--- src/rtl/cu_pkg.sv ---
// Package: shared encodings for the hardwired control unit.
// Assumes: a single-accumulator datapath with the 19 gate points listed below.
package cu_pkg;

    typedef enum logic [1:0] {
        CYC_FETCH = 2'b00,
        CYC_INDIR = 2'b01,
        CYC_EXEC  = 2'b10,
        CYC_INTR  = 2'b11
    } cyc_t;

    typedef enum logic [1:0] {
        ALU_NONE = 2'd0,
        ALU_INC  = 2'd1,
        ALU_ADD  = 2'd2
    } alu_t;

    // Gate positions on the gate_en vector
    localparam int G_MAR_ABUS = 0;
    localparam int G_PC_MBR   = 1;
    localparam int G_PC_MAR   = 2;
    localparam int G_VEC_MAR  = 3;
    localparam int G_MBR_IR   = 4;
    localparam int G_DBUS_MBR = 5;
    localparam int G_AC_ALU   = 6;
    localparam int G_MBR_ALU  = 7;
    localparam int G_MBR_MAR  = 8;
    localparam int G_ALU_AC   = 9;
    localparam int G_MBR_AC   = 10;
    localparam int G_AC_MBR   = 11;
    localparam int G_MBR_DBUS = 12;
    localparam int G_IRA_PC   = 13;
    localparam int G_PC_ALU   = 14;
    localparam int G_AC_PC    = 15;
    localparam int G_IRA_MAR  = 16;
    localparam int G_SP_MAR   = 17;
    localparam int G_MBR_PC   = 18;
    localparam int GATE_N     = 19;

    // Phase lengths in steps
    localparam int FETCH_STEPS = 6;
    localparam int INDIR_STEPS = 2;
    localparam int INTR_STEPS  = 5;
    localparam int MAX_STEPS   = 6;

    // Execute-phase opcodes with their own schedules
    localparam int XOP_N   = 4;
    localparam int X_LD    = 0;
    localparam int X_ST    = 1;
    localparam int X_ADD   = 2;
    localparam int X_JMP   = 3;
    localparam int XOP_CODE [XOP_N] = '{1, 2, 3, 4};
    localparam int XOP_LEN  [XOP_N] = '{1, 2, 3, 1};

endpackage

--- src/rtl/cu_op_decode.sv ---
// Module: cu_op_decode
// Turns the opcode field into one line per scheduled execute opcode and
// gives the length of the execute phase for that opcode.
// Assumes: opcode is stable for the whole execute phase; undefined codes
// take a single empty step.
module cu_op_decode
    import cu_pkg::*;
#(
    parameter int OP_W   = 3,
    parameter int STEP_W = 3
) (
    input  logic [OP_W-1:0]   opcode,
    output logic [XOP_N-1:0]  op_line,
    output logic [STEP_W-1:0] exec_len
);

    // One comparator per scheduled opcode
    for (genvar k = 0; k < XOP_N; k++) begin : g_line
        assign op_line[k] = (opcode == OP_W'(XOP_CODE[k]));
    end

    // Length lookup; lines are mutually exclusive, default is one step
    always_comb begin
        exec_len = STEP_W'(1);
        for (int k = 0; k < XOP_N; k++) begin
            if (op_line[k]) exec_len = STEP_W'(XOP_LEN[k]);
        end
    end

endmodule

--- src/rtl/cu_step_seq.sv ---
// Module: cu_step_seq
// Holds the cycle code and the time-step counter. On the step flagged as
// last the code takes the supplied next value and the counter restarts.
// Assumes: last_step is raised at or before step MAX_STEPS-1 in every phase.
module cu_step_seq
    import cu_pkg::*;
#(
    parameter int STEP_W = 3
) (
    input  logic              clk,
    input  logic              rst_n,
    input  logic              last_step,
    input  cyc_t              next_cyc,
    output cyc_t              cyc_q,
    output logic [STEP_W-1:0] step_q
);

    // Phase and step registers with synchronous reset to fetch t1
    always_ff @(posedge clk) begin
        if (!rst_n) begin
            cyc_q  <= CYC_FETCH;
            step_q <= '0;
        end else if (last_step) begin
            cyc_q  <= next_cyc;
            step_q <= '0;
        end else begin
            step_q <= step_q + STEP_W'(1);
        end
    end

    assert_step_restart_R7: assert property (@(posedge clk) disable iff (!rst_n)
        (cyc_q != $past(cyc_q)) |-> (step_q == '0));

    assert_step_advance_R7: assert property (@(posedge clk) disable iff (!rst_n)
        ($past(rst_n) && cyc_q == $past(cyc_q)) |-> (step_q == $past(step_q) + STEP_W'(1)));

    assert_step_bound_R7: assert property (@(posedge clk) disable iff (!rst_n)
        step_q < STEP_W'(MAX_STEPS));

endmodule

--- src/rtl/cu_ctrl_matrix.sv ---
// Module: cu_ctrl_matrix
// Sum-of-products control logic: decodes the time step, then ORs together
// phase/step/opcode terms for every gate, the strobes, the ALU select,
// the last-step flag and the next cycle code.
// Assumes: step_i stays below MAX_STEPS; op_line is at most one-hot.
module cu_ctrl_matrix
    import cu_pkg::*;
#(
    parameter int STEP_W = 3
) (
    input  logic              clk,
    input  logic              rst_n,
    input  cyc_t              cyc_i,
    input  logic [STEP_W-1:0] step_i,
    input  logic [XOP_N-1:0]  op_line,
    input  logic [STEP_W-1:0] exec_len,
    input  logic              ind_bit,
    input  logic              irq_req,
    input  logic              irq_en,
    output logic [GATE_N-1:0] gates,
    output logic              rd,
    output logic              wr,
    output alu_t              alu,
    output logic              last_step,
    output cyc_t              next_cyc
);

    logic [MAX_STEPS-1:0] t;
    logic ph_f, ph_i, ph_e, ph_r;
    logic x_ld, x_st, x_add, x_jmp;

    // Time-step decode, one line per step
    for (genvar k = 0; k < MAX_STEPS; k++) begin : g_tdec
        assign t[k] = (step_i == STEP_W'(k));
    end

    // Phase decode from the cycle code
    assign ph_f = (cyc_i == CYC_FETCH);
    assign ph_i = (cyc_i == CYC_INDIR);
    assign ph_e = (cyc_i == CYC_EXEC);
    assign ph_r = (cyc_i == CYC_INTR);

    // Execute terms qualified by phase
    assign x_ld  = ph_e & op_line[X_LD];
    assign x_st  = ph_e & op_line[X_ST];
    assign x_add = ph_e & op_line[X_ADD];
    assign x_jmp = ph_e & op_line[X_JMP];

    // Gate enables, one product sum per gate
    always_comb begin
        gates = '0;
        gates[G_MAR_ABUS] = (ph_f & (t[1] | t[5])) | (ph_i & t[1])
                          | (ph_r & (t[1] | t[3])) | (x_st & t[1]);
        gates[G_PC_MBR]   = ph_r & t[0];
        gates[G_PC_MAR]   = ph_f & t[0];
        gates[G_VEC_MAR]  = ph_r & t[2];
        gates[G_MBR_IR]   = ph_f & t[2];
        gates[G_DBUS_MBR] = (ph_f & (t[1] | t[5])) | (ph_i & t[1]) | (ph_r & t[3]);
        gates[G_AC_ALU]   = x_add & t[1];
        gates[G_MBR_ALU]  = x_add & t[0];
        gates[G_MBR_MAR]  = ph_i & t[0];
        gates[G_ALU_AC]   = (ph_f & t[2]) | (x_add & t[2]);
        gates[G_MBR_AC]   = x_ld & t[0];
        gates[G_AC_MBR]   = x_st & t[0];
        gates[G_MBR_DBUS] = (ph_r & t[1]) | (x_st & t[1]);
        gates[G_IRA_PC]   = x_jmp & t[0];
        gates[G_PC_ALU]   = ph_f & t[1];
        gates[G_AC_PC]    = ph_f & t[3];
        gates[G_IRA_MAR]  = ph_f & t[4];
        gates[G_SP_MAR]   = ph_r & t[0];
        gates[G_MBR_PC]   = ph_r & t[4];
    end

    // Memory strobes
    assign rd = (ph_f & (t[1] | t[5])) | (ph_i & t[1]) | (ph_r & t[3]);
    assign wr = (ph_r & t[1]) | (x_st & t[1]);

    // ALU function select
    always_comb begin
        if (ph_f & t[1])       alu = ALU_INC;
        else if (x_add & t[1]) alu = ALU_ADD;
        else                   alu = ALU_NONE;
    end

    // Last step of the current phase
    assign last_step = (ph_f & t[FETCH_STEPS-1]) | (ph_i & t[INDIR_STEPS-1])
                     | (ph_r & t[INTR_STEPS-1])
                     | (ph_e & (step_i == exec_len - STEP_W'(1)));

    // Next cycle code, used only on the last step
    always_comb begin
        unique case (cyc_i)
            CYC_FETCH: next_cyc = ind_bit ? CYC_INDIR : CYC_EXEC;
            CYC_INDIR: next_cyc = CYC_EXEC;
            CYC_EXEC:  next_cyc = (irq_req & irq_en) ? CYC_INTR : CYC_FETCH;
            default:   next_cyc = CYC_FETCH;
        endcase
    end

    assert_rd_wr_excl_R10: assert property (@(posedge clk) disable iff (!rst_n)
        !(rd && wr));

    assert_mbr_load_vs_ir_R10: assert property (@(posedge clk) disable iff (!rst_n)
        !(gates[G_DBUS_MBR] && gates[G_MBR_IR]));

    assert_mbr_load_vs_drive_R10: assert property (@(posedge clk) disable iff (!rst_n)
        !(gates[G_DBUS_MBR] && gates[G_MBR_DBUS]));

endmodule

--- src/rtl/hwcu_ctrl.sv ---
// Module: hwcu_ctrl (top)
// Hardwired control unit: phase/step sequencer, opcode decode and control
// matrix. Control outputs are forced low while reset is held.
// Assumes: opcode stays stable from IR load through the end of execute.
module hwcu_ctrl
    import cu_pkg::*;
#(
    parameter int OP_W   = 3,
    parameter int STEP_W = 3
) (
    input  logic              clk,
    input  logic              rst_n,
    input  logic [OP_W-1:0]   opcode,
    input  logic              ind_bit,
    input  logic              irq_req,
    input  logic              irq_en,
    output logic [GATE_N-1:0] gate_en,
    output logic              mem_rd,
    output logic              mem_wr,
    output logic [1:0]        alu_fn,
    output logic [1:0]        cyc_code,
    output logic [STEP_W-1:0] step_idx
);

    cyc_t              cyc_q, next_cyc;
    logic [STEP_W-1:0] step_q, exec_len;
    logic [XOP_N-1:0]  op_line;
    logic [GATE_N-1:0] gates;
    logic              rd, wr, last_step;
    alu_t              alu;

    cu_step_seq #(.STEP_W(STEP_W)) u_seq (
        .clk       (clk),
        .rst_n     (rst_n),
        .last_step (last_step),
        .next_cyc  (next_cyc),
        .cyc_q     (cyc_q),
        .step_q    (step_q)
    );

    cu_op_decode #(.OP_W(OP_W), .STEP_W(STEP_W)) u_dec (
        .opcode   (opcode),
        .op_line  (op_line),
        .exec_len (exec_len)
    );

    cu_ctrl_matrix #(.STEP_W(STEP_W)) u_mtx (
        .clk       (clk),
        .rst_n     (rst_n),
        .cyc_i     (cyc_q),
        .step_i    (step_q),
        .op_line   (op_line),
        .exec_len  (exec_len),
        .ind_bit   (ind_bit),
        .irq_req   (irq_req),
        .irq_en    (irq_en),
        .gates     (gates),
        .rd        (rd),
        .wr        (wr),
        .alu       (alu),
        .last_step (last_step),
        .next_cyc  (next_cyc)
    );

    // Output masking during reset
    assign gate_en  = rst_n ? gates : '0;
    assign mem_rd   = rst_n & rd;
    assign mem_wr   = rst_n & wr;
    assign alu_fn   = rst_n ? alu : ALU_NONE;
    assign cyc_code = cyc_q;
    assign step_idx = step_q;

    assert_fetch_to_indir_R2: assert property (@(posedge clk) disable iff (!rst_n)
        (cyc_q == CYC_FETCH && last_step && ind_bit) |=> (cyc_q == CYC_INDIR));

    assert_exec_no_irq_R5: assert property (@(posedge clk) disable iff (!rst_n)
        (cyc_q == CYC_EXEC && last_step && !(irq_req && irq_en)) |=> (cyc_q == CYC_FETCH));

    assert_intr_return_R6: assert property (@(posedge clk) disable iff (!rst_n)
        (cyc_q == CYC_INTR && last_step) |=> (cyc_q == CYC_FETCH));

endmodule

--- config.mk ---
export PLATFORM = sky130hd
export DESIGN_NAME = hwcu_ctrl
export DESIGN_NICKNAME = d
export VERILOG_FILES = /design/src/rtl/cu_pkg.sv /design/src/rtl/cu_op_decode.sv /design/src/rtl/cu_step_seq.sv /design/src/rtl/cu_ctrl_matrix.sv /design/src/rtl/hwcu_ctrl.sv
export SDC_FILE = /design/constraint.sdc
export NUM_CORES = 1
export LEC_CHECK = 0
export CAP_MARGIN = 20
export CORE_ASPECT_RATIO = 0.9
export CORE_MARGIN = 3
export CORE_UTILIZATION = 35
export CTS_BUF_LIST = sky130_fd_sc_hd__clkbuf_4
export DETAILED_ROUTE_END_ITERATION = 10
export GPL_ROUTABILITY_DRIVEN = 0
export PLACE_DENSITY = 0.8
export SLEW_MARGIN = 20
export SYNTH_ARGS = -nofsm -noshare
export SYNTH_HDL_FRONTEND = slang
export SYNTH_SLANG_ARGS = --single-unit
--- constraint.sdc ---
create_clock -name clk -period 2.6 [get_ports clk]
set_clock_uncertainty 0.15 [all_clocks]
set_input_delay 0.65 -clock clk [delete_from_list [all_inputs] [get_ports clk]]
set_output_delay 0.65 -clock clk [all_outputs]
set_load 0.01 [all_outputs]
==> flow_summary_export.csv, run 1 <==
group,metric,value,unit
timing,max_freq,0.395,GHz
cells_and_area,final_nets,142,
min_path,hp-class,"register to register",
synth,yosysUniqueCellTypes,33,
cells_and_area,antenna-diode-count,0,
timing,min_period,2530,ps
global_route,grt_overflow,0,
clock_tree,clkSlewWorstSetupHoldPaths,40,ps
floorplanning,fp.dieW,50.9,microns
worst_setup_path,worstPathArrival,1730,ps
cells_and_area,drive_gt1_share,37.8,%
place,pre_cts_slack,-576,ps
pwr,leakagePower,0.548,nW
pwr,swShare,32.9,%
worst_setup_path,crit_slowest_cell,"o2111a_1",
global_route,grt_pass1_wl,3.29,mm
place,io_buffers,35,
status,status,"finished, final reports clean",
synth,ys.flop_type,"dfxtp_1",
pwr,seq_power_share,27.5,%
pwr,p_per_area,318,mW/mm^2
cells_and_area,area_growth,66.3,%
floorplanning,start_util,40.3,%
pwr,power.internal,0.226,mW
timing,worst_pin_slew,385,ps
clock_tree,insertion_delay,240,ps
synth,yosysWarnings,0,
synth,synthSimpleGateAreaFrac,39.8,%
global_route,antenna_found_initial,0,
pwr,vdd_drop_max,0.000334,V
global_route,grt_use_met2,33.7,%
synth,synth.area.mux_share,3.15,%
drt,vias,743,
synth,synth_common_cells,"12 x nor2_1, 9 x nand2_1, 6 x ha_1, 6 x nor2b_1, 5 x dfxtp_1",
synth,synth_edf_count,0,
global_route,grt.busiest_layer,"met2",
timing,rsz0062_at_grt,"false",
run,drv_cap,0,
cells_and_area,fin_util,67.0,%
drt,drc,0,
timing,setup_tns,0,ps
worst_setup_path,worstSetupPathType,"input port to output port",
global_route,grt_max_degree,15,
synth,synth.yosys.seq_area_share,15.7,%
synth,synth_top_area_share,15.7,%
pwr,power,0.336,mW
synth,netlist_area,636,sq um
worst_setup_path,critPathCaptureType,"output port",
floorplanning,die_y,46.4,microns
synth,async_flop_share,0,%
timing,hold_viol,0,
pwr,p_comb_share,43.4,%
pwr,clockPowerShare,29.1,%
clock_tree,root_buffer,"clkbuf_4",
clock_tree,cts_inserted_buffers,3,
timing,fin_crit_sh,97.4,%
clock_tree,h-tree-depth,1,
synth,synth.net_count,98,
drt,wirelength,1.98,mm
floorplanning,coreArea,0.00158,sq mm
clock_tree,cts_sinks,5,
clock_tree,clockBufferDepth,2,
drt,drt-initial-drc-count,14,
worst_setup_path,crit_chain,"clkdlybuf4s15_1 -> nand2b_4 -> or2_4 -> inv_6 -> o2111a_1 -> or2_1 -> buf_2",
synth,syn_avg_cell_area,7.57,sq um
floorplanning,die_area,0.00236,sq mm
synth,synth_top_family_by_area,"simple AND/OR/NAND/NOR gates",
timing,setup_violations,0,
cells_and_area,num-fill-cells,135,
synth,synth.most_common_cell,"nor2_1",
synth,yosysTopAreaCell,"dfxtp_1",
synth,synth_adder_area_share,11.8,%
drt,drtPass1Iterations,4,
floorplanning,rows,13,
global_route,met3_usage,3.56,%
place,dp_hpwl,1.56,mm
worst_setup_path,cp_max_fo,3,
synth,synthTopCellsByArea,"dfxtp_1 16%, ha_1 12%, nor2_1 7.1%",
floorplanning,pin_count,36,
timing,maxSlewViolCount,0,
worst_setup_path,required,1800,ps
synth,syn_inst,84,
place,place_area,0.00106,sq mm
drt,post_drt_wl_per_cell,13.3,microns
synth,synth_xor_area_share,7.09,%
drt,viasPerCell,4.99,
pwr,p_switching,0.111,mW
worst_setup_path,critPathMaxStageDelay,240,ps
global_route,grt_usage,18.6,%
worst_setup_path,start_kind,"input port",
drt,antenna_left,0,
synth,synth_seq_cells,5,
clock_tree,holdBufCountCts,0,
timing,setup_ws,66.5,ps
global_route,grt_pass1_vias,724,
timing,relSlewSlack,74.3,%
synth,synth_compound_area_share,10.2,%
cells_and_area,fin_area,0.00106,sq mm
clock_tree,cts_tree,"done",
global_route,met1_usage,20.7,%
==> kinds of logic (layout without fill, tap and decap cells) <==
logic type | count (synthesis) | after routing
AND/OR/NAND/NOR | 46 | 46
buffers and inverters | 14 | 57
AO/OA/AOI/OAI | 8 | 8
adder cells (fa/ha/maj) | 6 | 6
flip-flops | 5 | 5
XOR/XNOR | 3 | 3
multiplexers | 2 | 2
==> layout make-up <==
type                    count  area, sq um  share of cell area, %
inverters                   5         23.8                   2.25
repair buffers             48          357                   33.7
well taps                  22         27.5                   2.60
clock buffers               4         30.0                   2.84
flip-flops and latches      5          100                   9.47
multi-input cells          65          519                   49.1
==> cells in the final DEF (no fill, tap or decap), drive strengths merged, types with 5 or more instances in the layout <==
cell and instances:
nand2 9, dfxtp 5, ha 6, nor2b 6, clkdlybuf4s50 8, buf 31
inv 5, dlygate4sd2 6, nor2 12
==> critical path: cells and delay by family <==
family                 cells  cell delay (ps)
and+or+nand+nor            3              450
buffers and inverters      3              390
AOI/OAI and AO/OA          1              240
==> flip-flops by register name, summed over array words and instances, names as in the netlist <==
name / cells
u_seq.step_q: 3
u_seq.cyc_q: 2
==> repair_timing <==
action                                  4_1_cts  5_1_grt
gates resized for setup                      93        5
endpoints found under the setup margin       25       20
cloned                                        0        0
buffers inserted                              0        0
pin swaps                                     1        2
==> path summary, 6_finish.rpt <==
check / startpoint / endpoint / slack [ps] / cells past startpoint
worst max-delay path: opcode[1] / gate_en[0] / 70 / 7
worst min-delay path: u_seq.cyc_q[1] / u_seq.cyc_q[1] / 500 / 3
worst max register to register: u_seq.step_q[1] / u_seq.cyc_q[0] / 930 / 7
worst min register to register: u_seq.cyc_q[1] / u_seq.cyc_q[1] / 500 / 3
==> power by group through the flow <==
stage          logic [mW]  registers [mW]  clock network [mW]
2_1_floorplan      0.0717          0.0950                   0
3_3_place_gp        0.142          0.0927                   0
3_5_place_dp        0.146          0.0929                   0
4_1_cts             0.143          0.0923               0.101
5_1_grt             0.159          0.0939               0.110
6_report            0.146          0.0924              0.0979
==> per-layer routing <==
metal  vias to the layer above  part of all wire [%]
li1                        368                     -
met1                       342                    40
met2                        29                    51
met3                         4                   6.8
met4                         0                   2.0
met5                         -                     0
==> stage by stage <==
stage / std cells / hold WS, ps
5_1_grt: 149 / 536
4_1_cts: 149 / 500
2_1_floorplan: 84 / 483
3_5_place_dp: 145 / 491
3_3_place_gp: 145 / 468
6_report: 149 / 498
Note: power is estimated with default switching activity, not from simulation.
==> inputs of run 2 (changes only) <==
--- a/config.mk
+++ b/config.mk
@@ -9,7 +9,6 @@
 export CORE_ASPECT_RATIO = 0.9
 export CORE_MARGIN = 3
 export CORE_UTILIZATION = 35
-export CTS_BUF_LIST = sky130_fd_sc_hd__clkbuf_4
 export DETAILED_ROUTE_END_ITERATION = 10
 export GPL_ROUTABILITY_DRIVEN = 0
 export PLACE_DENSITY = 0.8
==> run 2 against run 1 <==
First-iteration DRC count unchanged. Final area shrank 0.35%. Critical endpoint unchanged. Sequential power about the same. Flip-flop and latch count unchanged. Final cell count did not move. Highest routed layer unchanged. Worst setup slack unchanged.
==> flow_summary_export.csv, run 2 (synthesis gave the netlist of run 1 again) <==
group,metric,value,unit
floorplanning,pin_count,36,
place,dpl.cell_count,145,
worst_setup_path,critPathCaptureType,"output port",
floorplanning,start_util,40.3,%
place,pre_cts_slack,-576,ps
run,drv_cap,0,
timing,setup_tns,0,ps
timing,maxSlewViolCount,0,
worst_setup_path,r2r_start,"u_seq.step_q[1]",
min_path,min_from,"u_seq.cyc_q[1]",
worst_setup_path,worstSetupPathType,"input port to output port",
drt,viasPerCell,4.99,
drt,post_drt_wl_per_cell,13.3,microns
timing,max_freq,0.395,GHz
floorplanning,coreArea,0.00158,sq mm
worst_setup_path,start_kind,"input port",
global_route,grt_pass1_wl,3.29,mm
timing,min_period,2530,ps
floorplanning,rows,13,
pwr,power,0.326,mW
clock_tree,insertion_delay,240,ps
timing,hold_ws,498,ps
drt,drtPass1Iterations,4,
cells_and_area,mostFrequentLayoutCells,"18 x buf_2, 12 x buf_4, 10 x nor2_1",
pwr,p_per_area,310,mW/mm^2
place,io_buffers,35,
clock_tree,cts_tree,"done",
cells_and_area,final_nets,142,
clock_tree,h-tree-depth,1,
global_route,grt_pass1_vias,719,
min_path,hp-class,"register to register",
timing,hold_viol,0,
place,dp_hpwl,1.56,mm
timing,relSlewSlack,74.3,%
timing,setup_ws,66.5,ps
cells_and_area,regArea,100,sq um
cells_and_area,num-fill-cells,136,
cells_and_area,layout.cells.non_filler,149,
floorplanning,die_y,46.4,microns
status,status,"finished, final reports clean",
clock_tree,holdBufCountCts,0,
clock_tree,clockBufferDepth,2,
worst_setup_path,crit_path_start,"opcode[1]",
floorplanning,die_area,0.00236,sq mm
cells_and_area,area_growth,65.7,%
drt,vias,743,
drt,drc,0,
worst_setup_path,worstPathArrival,1730,ps
cells_and_area,final_common_cell,"buf_2",
global_route,antenna_found_initial,0,
drt,drt-initial-drc-count,14,
floorplanning,fp.dieW,50.9,microns
clock_tree,clkSlewWorstSetupHoldPaths,40,ps
clock_tree,cts_inserted_buffers,3,
clock_tree,post_cts_buffers,0,
global_route,grt_overflow,0,
worst_setup_path,required,1800,ps
cells_and_area,drive_gt1_share,37.0,%
place,place_area,0.00106,sq mm
timing,setup_violations,0,
cells_and_area,top_regs,"u_seq.step_q x3, u_seq.cyc_q x2",
cells_and_area,regMostFlops,"u_seq.step_q",
pwr,leakagePower,0.544,nW
cells_and_area,fin_area,0.00105,sq mm
timing,rsz0062_at_grt,"false",
timing,worst_pin_slew,385,ps
cells_and_area,largest_register_ffs,3,
drt,wirelength,1.98,mm
clock_tree,root_buffer,"clkbuf_4",
worst_setup_path,cp_max_fo,3,
drt,antenna_left,0,
timing,fin_crit_sh,97.4,%
clock_tree,cts_sinks,5,
global_route,grt_max_degree,15,
cells_and_area,fin_util,66.8,%
pwr,vdd_drop_max,0.000333,V
cells_and_area,multi_input_area,519,sq um
cells_and_area,antenna-diode-count,0,
global_route,grt_usage,18.6,%
-- run 2: cell counts in the layout (fill, tap and decap cells not counted) --
No cell type changed its count.
-- run 2: worst paths after layout --
kind                                        to  slack, ps  depth (start not counted)
worst max-delay path                gate_en[0]         70                          7
worst min-delay path            u_seq.cyc_q[1]        500                          3
worst max register to register  u_seq.cyc_q[0]        930                          7
worst min register to register  u_seq.cyc_q[1]        500                          3
-- run 2: critical path, cell delays in order --
cell,delay [ps]
clkdlybuf4s15_1,220
nand2b_4,90
or2_4,140
inv_6,30
o2111a_1,240
or2_1,220
buf_2,140
-- run 2: area by class of cell --
| type | instances | share of cell area, % |
|---|---|---|
| Clock buffer | 4 | 2.49 |
| Multi-Input combinational cell | 65 | 49.3 |
| Inverter | 5 | 2.26 |
| Timing Repair Buffer | 48 | 33.8 |
| Tap cell | 22 | 2.61 |
| Sequential cell | 5 | 9.50 |
-- run 2: what timing repair did --
action | in CTS | in global routing
gates resized for setup | 93 | 5
setup endpoints to repair | 25 | 20
pin swaps | 1 | 2
-- run 2: report_power, final --
part / internal, mW / switching (mW)
Combinational: 0.0745 / 0.0715
Clock: 0.0579 / 0.0297
Sequential: 0.0830 / 0.00940
-- run 2: metal layers --
metal | vias up | global-route usage [%] | wire length [microns]
met1 | 342 | 20.7 | 791
met4 | 0 | 10.2 | 39
met2 | 29 | 33.7 | 1010
li1 | 368 | - | -
met5 | - | 0 | 0
met3 | 4 | 3.56 | 135
==> inputs of run 3 (changes only) <==
--- a/config.mk
+++ b/config.mk
@@ -7,7 +7,7 @@
 export LEC_CHECK = 0
 export CAP_MARGIN = 20
 export CORE_ASPECT_RATIO = 0.9
-export CORE_MARGIN = 3
+export CORE_MARGIN = 10
 export CORE_UTILIZATION = 35
 export DETAILED_ROUTE_END_ITERATION = 10
 export GPL_ROUTABILITY_DRIVEN = 0
==> run 3 against run 2 <==
Non-clock buffer count up 2. Sequential share of layout area about the same. Global-route usage down 8.8 points. First-iteration DRC count decreased by 14%. Final area rose by 2.9%. Hold slack worse by 180 ps. Combinational power barely moved. Total power fell by 0.98%. Count of clock-buffer cells in the layout did not move. Utilization decreased by 3.0 points. Highest routed layer is now met3.
==> flow_summary_export.csv, run 3 (synthesis gave the netlist of run 1 again) <==
group,metric,value,unit
status,status,"finished, final reports clean",
drt,wl_met3,170,microns
drt,drt-initial-drc-count,12,
floorplanning,pin_count,36,
global_route,grt_usage,9.74,%
drt,top_layer,"met3",
drt,viasPerCell,4.67,
floorplanning,die_y,60.4,microns
cells_and_area,top_regs,"u_seq.step_q x3, u_seq.cyc_q x2",
worst_setup_path,critPathCaptureType,"output port",
place,io_buffers,35,
floorplanning,die_area,0.00392,sq mm
clock_tree,insertion_delay,230,ps
pwr,vdd_drop_max,0.000248,V
cells_and_area,final_nets,144,
cells_and_area,drive_gt1_share,29.5,%
cells_and_area,fin_util,63.8,%
cells_and_area,final_common_cell,"buf_4",
clock_tree,holdBufCountCts,0,
clock_tree,cts_sinks,5,
worst_setup_path,cp_max_fo,8,
worst_setup_path,start_kind,"input port",
global_route,grt_max_degree,15,
timing,worst_pin_slew,349,ps
timing,relSlewSlack,76.7,%
cells_and_area,regMostFlops,"u_seq.step_q",
cells_and_area,area_growth,70.5,%
pwr,power,0.323,mW
drt,antenna_left,0,
drt,wl_met2,889,microns
clock_tree,root_buffer,"clkbuf_4",
clock_tree,clockBufferDepth,2,
floorplanning,start_util,37.4,%
clock_tree,cts_tree,"done",
global_route,grt_pass1_wl,3.16,mm
global_route,antenna_found_initial,0,
timing,setup_tns,0,ps
clock_tree,h-tree-depth,1,
timing,fin_crit_sh,98.2,%
drt,post_drt_wl_per_cell,13.0,microns
drt,wirelength,1.99,mm
min_path,hp-class,"register to register",
timing,setup_violations,0,
global_route,grt_overflow,0,
floorplanning,coreArea,0.00170,sq mm
pwr,p_per_area,298,mW/mm^2
clock_tree,clkSlewWorstSetupHoldPaths,40,ps
run,drv_cap,0,
floorplanning,fp.dieW,64.9,microns
drt,drc,0,
timing,min_period,2550,ps
timing,rsz0062_at_grt,"false",
timing,maxSlewViolCount,0,
floorplanning,rows,14,
timing,hold_ws,316,ps
global_route,grt_pass1_vias,691,
worst_setup_path,required,1800,ps
timing,max_freq,0.392,GHz
cells_and_area,largest_register_ffs,3,
cells_and_area,antenna-diode-count,0,
clock_tree,cts_inserted_buffers,3,
place,dp_hpwl,1.67,mm
drt,drt-met1-wl,931,microns
timing,hold_viol,0,
drt,drtPass1Iterations,2,
cells_and_area,mostFrequentLayoutCells,"15 x buf_4, 13 x dlygate4sd2_1, 12 x nor2_1",
drt,vias,714,
pwr,leakagePower,0.536,nW
worst_setup_path,worstSetupPathType,"input port to output port",
worst_setup_path,worstPathArrival,1750,ps
-- run 3: cell count changes in the layout (fill, tap and decap cells not counted), sizes merged --
| cell | previous run | this run |
|---|---|---|
| clkbuf | 4 | 5 |
| clkdlybuf4s50 | 8 | 11 |
| dlygate4sd2 | 6 | 13 |
| buf | 31 | 22 |
| clkdlybuf4s15 | 2 | 3 |
| dlymetal6s2s | 1 | 0 |
-- run 3: final cells by class --
cell class,instances,area (sq um)
Multi-Input combinational cell,65,493
Tap cell,24,30.0
Clock buffer,4,26.3
Sequential cell,5,103
Fill cell,162,616
Timing Repair Buffer,50,408
Inverter,5,23.8
-- run 3: metrics by stage --
step | cells | cell area, sq um | setup slack, ps
floorplan | 84 | 636 | 137
finish | 153 | 1080 | 45.7
global placement | 148 | 1070 | -582
global route | 153 | 1080 | 9.96
detailed placement | 148 | 1070 | -610
CTS | 153 | 1090 | -22.2
-- run 3: where the power goes --
part / switching, mW / internal (mW)
clock network: 0.0276 / 0.0578
registers: 0.00810 / 0.0834
logic: 0.0692 / 0.0768
-- run 3: final timing paths --
kind / startpoint / endpoint / slack (ps) / cells after the start
worst max-delay path: rst_n / gate_en[18] / 50 / 5
worst min-delay path: u_seq.step_q[0] / u_seq.step_q[0] / 320 / 1
worst max register to register: u_seq.step_q[1] / u_seq.cyc_q[0] / 970 / 7
worst min register to register: u_seq.step_q[0] / u_seq.step_q[0] / 320 / 1
-- run 3: routing by layer --
| metal | vias to the layer above | track usage, % |
|---|---|---|
| met5 | - | 0 |
| met4 | 0 | 1.83 |
| met3 | 0 | 4.24 |
| met2 | 26 | 16.7 |
| met1 | 313 | 11.2 |
| li1 | 375 | - |
-- run 3: what timing repair did --
item,CTS,global route
pin swaps,5,3
resized for setup,53,9
setup endpoints to repair,27,7
setup buffers,1,0
-- run 3: critical path, cell delays in order --
cell             delay, ps
dlygate4sd2_1          210
buf_4                  140
nand3_1                100
nor2_1                 110
clkdlybuf4s50_1        540
